## src/rtl/cbfly_pkg.sv

```systemverilog
package cbfly_pkg;

  typedef enum logic [1:0] {
    OP_CMUL = 2'b00,
    OP_MAC  = 2'b01,
    OP_BFLY = 2'b10,
    OP_CLR  = 2'b11
  } op_e;

endpackage

```

## src/rtl/cbfly_mul4.sv

```systemverilog
// Stage 1: four real products of B and W in parallel; A travels alongside.
module cbfly_mul4 #(
  parameter int DW = 16
) (
  input  logic                  clk,
  input  logic                  rst,
  input  logic                  en,
  input  logic                  in_v,
  input  logic [1:0]            in_op,
  input  logic signed [DW-1:0]  a_re,
  input  logic signed [DW-1:0]  a_im,
  input  logic signed [DW-1:0]  b_re,
  input  logic signed [DW-1:0]  b_im,
  input  logic signed [DW-1:0]  w_re,
  input  logic signed [DW-1:0]  w_im,
  output logic                  v_q,
  output logic [1:0]            op_q,
  output logic signed [DW-1:0]  a_re_q,
  output logic signed [DW-1:0]  a_im_q,
  output logic signed [2*DW-1:0] p_rr,
  output logic signed [2*DW-1:0] p_ii,
  output logic signed [2*DW-1:0] p_ri,
  output logic signed [2*DW-1:0] p_ir
);
  localparam int MW = 2 * DW;
  localparam int NMUL = 4;

  logic signed [DW-1:0] mx [NMUL];
  logic signed [DW-1:0] my [NMUL];
  logic signed [MW-1:0] pq [NMUL];

  assign mx[0] = b_re;  assign my[0] = w_re;
  assign mx[1] = b_im;  assign my[1] = w_im;
  assign mx[2] = b_re;  assign my[2] = w_im;
  assign mx[3] = b_im;  assign my[3] = w_re;

  for (genvar g = 0; g < NMUL; g++) begin : g_mul
    always_ff @(posedge clk) begin
      if (rst)     pq[g] <= '0;
      else if (en) pq[g] <= MW'(mx[g]) * MW'(my[g]);
    end
  end

  assign p_rr = pq[0];
  assign p_ii = pq[1];
  assign p_ri = pq[2];
  assign p_ir = pq[3];

  always_ff @(posedge clk) begin
    if (rst) begin
      v_q    <= 1'b0;
      op_q   <= '0;
      a_re_q <= '0;
      a_im_q <= '0;
    end else if (en) begin
      v_q    <= in_v;
      op_q   <= in_op;
      a_re_q <= a_re;
      a_im_q <= a_im;
    end
  end
endmodule

```

## src/rtl/cbfly_combine.sv

```systemverilog
// Stage 2: one subtractor and one adder form W*B; the accumulator lives here.
module cbfly_combine
  import cbfly_pkg::*;
#(
  parameter int DW   = 16,
  parameter int ACCW = 40
) (
  input  logic                   clk,
  input  logic                   rst,
  input  logic                   en,
  input  logic                   v_in,
  input  logic [1:0]             op_in,
  input  logic signed [DW-1:0]   a_re_in,
  input  logic signed [DW-1:0]   a_im_in,
  input  logic signed [2*DW-1:0] p_rr,
  input  logic signed [2*DW-1:0] p_ii,
  input  logic signed [2*DW-1:0] p_ri,
  input  logic signed [2*DW-1:0] p_ir,
  output logic                   v_q,
  output logic [1:0]             op_q,
  output logic signed [DW-1:0]   a_re_q,
  output logic signed [DW-1:0]   a_im_q,
  output logic signed [2*DW:0]   prod_re,
  output logic signed [2*DW:0]   prod_im,
  output logic signed [ACCW-1:0] acc_re,
  output logic signed [ACCW-1:0] acc_im
);
  localparam int PW = 2 * DW + 1;

  logic signed [PW-1:0]   s_re, s_im;
  logic signed [ACCW-1:0] x_re, x_im;
  logic                   do_mac, do_clr;

  assign s_re = PW'(p_rr) - PW'(p_ii);
  assign s_im = PW'(p_ri) + PW'(p_ir);
  assign x_re = ACCW'(s_re);
  assign x_im = ACCW'(s_im);

  assign do_mac = v_in && (op_e'(op_in) == OP_MAC);
  assign do_clr = v_in && (op_e'(op_in) == OP_CLR);

  always_ff @(posedge clk) begin
    if (rst) begin
      v_q     <= 1'b0;
      op_q    <= '0;
      a_re_q  <= '0;
      a_im_q  <= '0;
      prod_re <= '0;
      prod_im <= '0;
    end else if (en) begin
      v_q     <= v_in;
      op_q    <= op_in;
      a_re_q  <= a_re_in;
      a_im_q  <= a_im_in;
      prod_re <= s_re;
      prod_im <= s_im;
    end
  end

  always_ff @(posedge clk) begin
    if (rst) begin
      acc_re <= '0;
      acc_im <= '0;
    end else if (en) begin
      if (do_clr) begin
        acc_re <= '0;
        acc_im <= '0;
      end else if (do_mac) begin
        acc_re <= acc_re + x_re;
        acc_im <= acc_im + x_im;
      end
    end
  end
endmodule

```

## src/rtl/cbfly_addsub.sv

```systemverilog
// One add-subtract lane: rounds the product to Q15 and forms A+P and A-P.
module cbfly_addsub #(
  parameter int DW = 16
) (
  input  logic signed [DW-1:0] a,
  input  logic signed [2*DW:0] prod,
  output logic signed [DW-1:0] r_sat,
  output logic signed [DW-1:0] sum_sat,
  output logic signed [DW-1:0] dif_sat
);
  localparam int PW = 2 * DW + 1;
  localparam logic signed [PW-1:0] HALF = PW'(64'd1 << (DW - 2));
  localparam logic signed [PW-1:0] HI   = PW'((64'd1 << (DW - 1)) - 64'd1);
  localparam logic signed [PW-1:0] LO   = ~HI;

  function automatic logic signed [DW-1:0] sat(input logic signed [PW-1:0] x);
    logic signed [PW-1:0] y;
    if (x > HI)      y = HI;
    else if (x < LO) y = LO;
    else             y = x;
    return DW'(y);
  endfunction

  logic signed [PW-1:0] rnd, r, ae;

  assign rnd = prod + HALF;
  assign r   = rnd >>> (DW - 1);
  assign ae  = PW'(a);

  assign r_sat   = sat(r);
  assign sum_sat = sat(ae + r);
  assign dif_sat = sat(ae - r);
endmodule

```

## src/rtl/cbfly_top.sv

```systemverilog
module cbfly_top
  import cbfly_pkg::*;
#(
  parameter int DW   = 16,
  parameter int ACCW = 40
) (
  input  logic                   clk,
  input  logic                   rst,
  input  logic                   in_valid,
  output logic                   in_ready,
  input  logic [1:0]             in_op,
  input  logic signed [DW-1:0]   a_re,
  input  logic signed [DW-1:0]   a_im,
  input  logic signed [DW-1:0]   b_re,
  input  logic signed [DW-1:0]   b_im,
  input  logic signed [DW-1:0]   w_re,
  input  logic signed [DW-1:0]   w_im,
  output logic                   out_valid,
  input  logic                   out_ready,
  output logic [1:0]             out_op,
  output logic signed [DW-1:0]   y0_re,
  output logic signed [DW-1:0]   y0_im,
  output logic signed [DW-1:0]   y1_re,
  output logic signed [DW-1:0]   y1_im,
  output logic signed [ACCW-1:0] acc_re,
  output logic signed [ACCW-1:0] acc_im
);
  localparam int MW    = 2 * DW;
  localparam int PW    = 2 * DW + 1;
  localparam int LANES = 2;

  // a single enable freezes all three stages while a result waits
  logic en;
  assign en       = !out_valid || out_ready;
  assign in_ready = en;

  logic                 v1, v2;
  logic [1:0]           op1, op2;
  logic signed [DW-1:0] a1_re, a1_im, a2_re, a2_im;
  logic signed [MW-1:0] p_rr, p_ii, p_ri, p_ir;
  logic signed [PW-1:0] pr_re, pr_im;
  logic signed [ACCW-1:0] acc_q_re, acc_q_im;

  cbfly_mul4 #(.DW(DW)) u_mul (
    .clk(clk), .rst(rst), .en(en), .in_v(in_valid), .in_op(in_op),
    .a_re(a_re), .a_im(a_im), .b_re(b_re), .b_im(b_im),
    .w_re(w_re), .w_im(w_im),
    .v_q(v1), .op_q(op1), .a_re_q(a1_re), .a_im_q(a1_im),
    .p_rr(p_rr), .p_ii(p_ii), .p_ri(p_ri), .p_ir(p_ir)
  );

  cbfly_combine #(.DW(DW), .ACCW(ACCW)) u_cmb (
    .clk(clk), .rst(rst), .en(en), .v_in(v1), .op_in(op1),
    .a_re_in(a1_re), .a_im_in(a1_im),
    .p_rr(p_rr), .p_ii(p_ii), .p_ri(p_ri), .p_ir(p_ir),
    .v_q(v2), .op_q(op2), .a_re_q(a2_re), .a_im_q(a2_im),
    .prod_re(pr_re), .prod_im(pr_im),
    .acc_re(acc_q_re), .acc_im(acc_q_im)
  );

  // lane 0 = real parts, lane 1 = imaginary parts
  logic signed [DW-1:0] lane_a [LANES];
  logic signed [PW-1:0] lane_p [LANES];
  logic signed [DW-1:0] lane_r [LANES];
  logic signed [DW-1:0] lane_s [LANES];
  logic signed [DW-1:0] lane_d [LANES];

  assign lane_a[0] = a2_re;  assign lane_p[0] = pr_re;
  assign lane_a[1] = a2_im;  assign lane_p[1] = pr_im;

  for (genvar g = 0; g < LANES; g++) begin : g_lane
    cbfly_addsub #(.DW(DW)) u_as (
      .a(lane_a[g]), .prod(lane_p[g]),
      .r_sat(lane_r[g]), .sum_sat(lane_s[g]), .dif_sat(lane_d[g])
    );
  end

  // stage 3: registered outputs
  always_ff @(posedge clk) begin
    if (rst) begin
      out_valid <= 1'b0;
      out_op    <= '0;
      y0_re     <= '0;
      y0_im     <= '0;
      y1_re     <= '0;
      y1_im     <= '0;
      acc_re    <= '0;
      acc_im    <= '0;
    end else if (en) begin
      out_valid <= v2;
      out_op    <= op2;
      acc_re    <= acc_q_re;
      acc_im    <= acc_q_im;
      case (op_e'(op2))
        OP_CMUL: begin
          y0_re <= lane_r[0];
          y0_im <= lane_r[1];
          y1_re <= '0;
          y1_im <= '0;
        end
        OP_BFLY: begin
          y0_re <= lane_s[0];
          y0_im <= lane_s[1];
          y1_re <= lane_d[0];
          y1_im <= lane_d[1];
        end
        default: begin
          y0_re <= '0;
          y0_im <= '0;
          y1_re <= '0;
          y1_im <= '0;
        end
      endcase
    end
  end
endmodule

```

## config.mk

```make
export PLATFORM = sky130hd
export DESIGN_NAME = cbfly_top
export DESIGN_NICKNAME = d
export VERILOG_FILES = /design/src/rtl/cbfly_pkg.sv /design/src/rtl/cbfly_mul4.sv /design/src/rtl/cbfly_combine.sv /design/src/rtl/cbfly_addsub.sv /design/src/rtl/cbfly_top.sv
export SDC_FILE = /design/constraint.sdc
export NUM_CORES = 2
export LEC_CHECK = 0
export BUFFER_PORTS_ARGS = -buffer_cell sky130_fd_sc_hd__buf_4
export CAP_MARGIN = 30
export CORE_MARGIN = 2
export CORE_UTILIZATION = 30
export CTS_BUF_LIST = sky130_fd_sc_hd__clkbuf_8
export CTS_CLUSTER_SIZE = 16
export DETAILED_ROUTE_END_ITERATION = 10
export SYNTH_ARGS = -nofsm -noshare
export SYNTH_HDL_FRONTEND = slang
export SYNTH_SLANG_ARGS = --single-unit
```

## constraint.sdc

```tcl
create_clock -name clk -period 8.54 [get_ports clk]
set_input_delay 0.854 -clock clk [delete_from_list [all_inputs] [get_ports clk]]
set_output_delay 0.854 -clock clk [all_outputs]
set_load 0.02 [all_outputs]
```

==> impl_metrics.ini <==
[clock_network]
cts_root_buf = clkbuf_8
clkTransAtPathRegs_ps = 60
postCtsSetupRepairBufs = 0
clockBufferDepth = 3
insertion_delay_ps = 820
cts_resized = 0
h-tree-depth = 3
cts_buffers = 85
cts_tree = yes
cts_hold_buf = 0
cts.sinks = 463

[global_routing]
grt_pass1_wl_um = 318000
grt.total_usage = 0.182
grt_pass1_vias = 53993
grt_max_degree = 181
antenna_found_initial = 11
grt_overflow_total = 0

[synthesis]
syn-cell-area_um2 = 66300
syn-num-nets = 9266
async_reset_ff_frac = 0
synth_flop_cell = dfxtp_1
synth_edf_count = 128
synth_cell_types = 83
syn_area_per_cell_um2 = 8.76
synth-warning-count = 0
synth_cells = 7564
ys_seq_area_frac = 0.159
ys_ff_latch = 463

[sta]
finClkSkew_ps = 71.3
rsz0062_at_grt = no
relSlewSlack = 0.225
setup_viol_count_final = 0
hold_violations = 0
tns_ps = 0
finalWorstPathRequiredPeriod_ps = 6840
worst_pin_slew_ps = 1150
fmax_ghz = 0.146
timing.final.crit_share = 0.801
timing.final.max_slew_violations = 0

[placed_design]
gp_congestion = 0.909
io_buffers = 249
dp_hpwl_um = 159000

[critical_path]
crit_type = in -> reg
worstSetupStartpointType = input port
critPathArrivalTime_ps = 7310
end_kind = register
crit_start = w_re[1]
cp.required_ps = 9010
reg2reg_from = u_mul.pq[0][0]$_SDFFCE_PN0P_
cp_max_fo = 32

[detailed_routing]
via_per_inst = 4.91
drt_iter0_drc = 3638
drc = 0
dr_total_vias = 52125
wl_per_cell_um = 19.3
detail-route-antenna-nets = 0
dr.pass1.iters = 6
wl_um = 204000

[job]
cap_violations = 0

[floorplan]
core_area_um2 = 220000
fp.dieH_um = 474
fp.dieW_um = 474
fp-row-count = 172
num_io_pins = 250
start_util = 0.302
fp.dieArea_um2 = 225000

[cells_and_area]
multiInputGateArea_um2 = 49600
nets = 9295
area_delta_synth_final_pct = 9.66
post-route-util = 0.331
register_area_um2 = 10600
final_layout_size_suffix_gt1_frac = 0.0581
nFillCells = 22826

[outcome]
status = finished clean

[hold_path]
min-delay-start = a_im[4]
hold_path_class = in -> reg
==> cell usage after synthesis (34+ instances only) <==
cell type	number	area (um^2)
dfxtp_1	335	6710
a211oi_1	39	293
xnor2_1	225	1970
nor3_1	55	275
nand2_1	1008	3780
inv_1	1299	4880
edfxtp_1	128	3840
nand2b_1	52	325
nand3_1	70	350
o211ai_1	48	360
xor2_1	94	823
clkbuf_1	318	1190
fa_1	1056	21100
nor2_1	383	1440
nor2b_1	38	238
and3_1	43	269
a22oi_1	53	398
a21oi_1	444	2220
o21a_1	34	255
ha_1	544	6810
o21ai_0	208	1040
a21o_1	136	1020
and2_1	523	3270
o21bai_1	48	360
==> state kept, by name (all words and copies together), names as in the netlist <==
signal,cells
u_mul.op_q,2
y0_re,16
u_cmb.prod_im,19
u_cmb.a_im_q,16
u_mul.a_re_q,16
u_mul.a_im_q,16
u_cmb.acc_im,40
u_mul.pq,128
u_cmb.v_q,1
y0_im,16
out_op,2
out_valid,1
u_mul.v_q,1
y1_im,16
u_cmb.prod_re,19
acc_im,40
u_cmb.a_re_q,16
u_cmb.op_q,2
acc_re,40
y1_re,16
u_cmb.acc_re,40
==> metal layers <==
| layer | up-vias | wire length (um) | global-route usage |
|---|---|---|---|
| li1 | 24034 | - | - |
| met1 | 26115 | 95600 | 0.260 |
| met2 | 1702 | 88500 | 0.282 |
| met3 | 266 | 15400 | 0.0360 |
| met4 | 8 | 4910 | 0.0436 |
| met5 | - | 54 | 0 |
==> stage by stage <==
step	instance area [um^2]	hold slack [ps]	instances	worst slack, ps
6_report	72700	315	10617	1700
5_1_grt	72700	282	10616	1410
4_1_cts	72700	244	10612	1780
3_5_place_dp	70900	445	10463	941
3_3_place_gp	70900	441	10459	940
2_1_floorplan	66300	432	7564	1680
==> cell families after synthesis <==
family                     after synthesis  share of synthesized area
and+or+nand+nor                       2292                      0.163
muxes                                    5                   0.000793
adders and majority gates             1600                      0.422
AOI/OAI and AO/OA                     1245                      0.120
xor gates and xnor gates               319                     0.0421
DFF                                    463                      0.159
buffers and inverters                 1640                     0.0932
==> final cells by class <==
type	instances	share of cell area
tap	2958	0.0509
multi-input combinational	5461	0.683
inverter	1301	0.0673
antenna	4	0.000138
clock buffer	96	0.0182
clock inverter	53	0.00618
timing repair buffer	281	0.0296
sequential	463	0.145
==> layout by cell type, fill, tap and decap left out, types with 9 or more instances in the layout <==
cell type  count
o21a_1        34
o21ai_0      207
a21boi_0      11
nor2b_1       37
dfxtp_1      335
a22o_1        33
a211oi_1      39
and2_1       523
nand3_1       69
a21oi_1      444
clkinv_2       9
nor4_1        14
nor3_1        53
clkbuf_8      97
a221o_1       14
nor2_1       379
o211ai_1      48
and3_1        43
or3_1         28
xnor2_1      225
a211o_1       10
xor2_1        94
nor3b_1       10
o22ai_1       10
inv_1       1322
fa_1        1056
nand2b_1      51
a31oi_1       26
o31ai_1       32
buf_4        276
edfxtp_1     128
nand2_1     1008
o21bai_1      48
nand4_1       24
a22oi_1       53
a21o_1       136
ha_1         544
==> path summary, 6_finish.rpt <==
path	endpoint	slack, ps	cells after the start
worst max-delay path	u_mul.pq[0][31]$_SDFFCE_PN0P_	1700	20
worst min-delay path	u_mul.a_im_q[4]$_SDFFE_PP0P_	310	3
worst max register to register	u_cmb.acc_re[38]$_SDFFE_PP0P_	2310	20
worst min register to register	u_cmb.a_re_q[15]$_SDFFE_PP0P_	430	2
==> worst max-delay path, cell delays in order <==
cell and delay, ps:
buf_4 390, nand2_1 190, inv_1 160, fa_1 560
fa_1 900, fa_1 530, fa_1 510, fa_1 490
inv_1 50, fa_1 480, inv_1 50, ha_1 370
nand4_1 150, or2_2 370, nor2_1 90, a21oi_1 140
a211oi_1 510, o22ai_1 150, xnor2_1 230, nor2_1 110
Power is left out: the tool's default activity adds up to more than one toggle a clock period on the data nets, which glitch-free logic cannot reach.
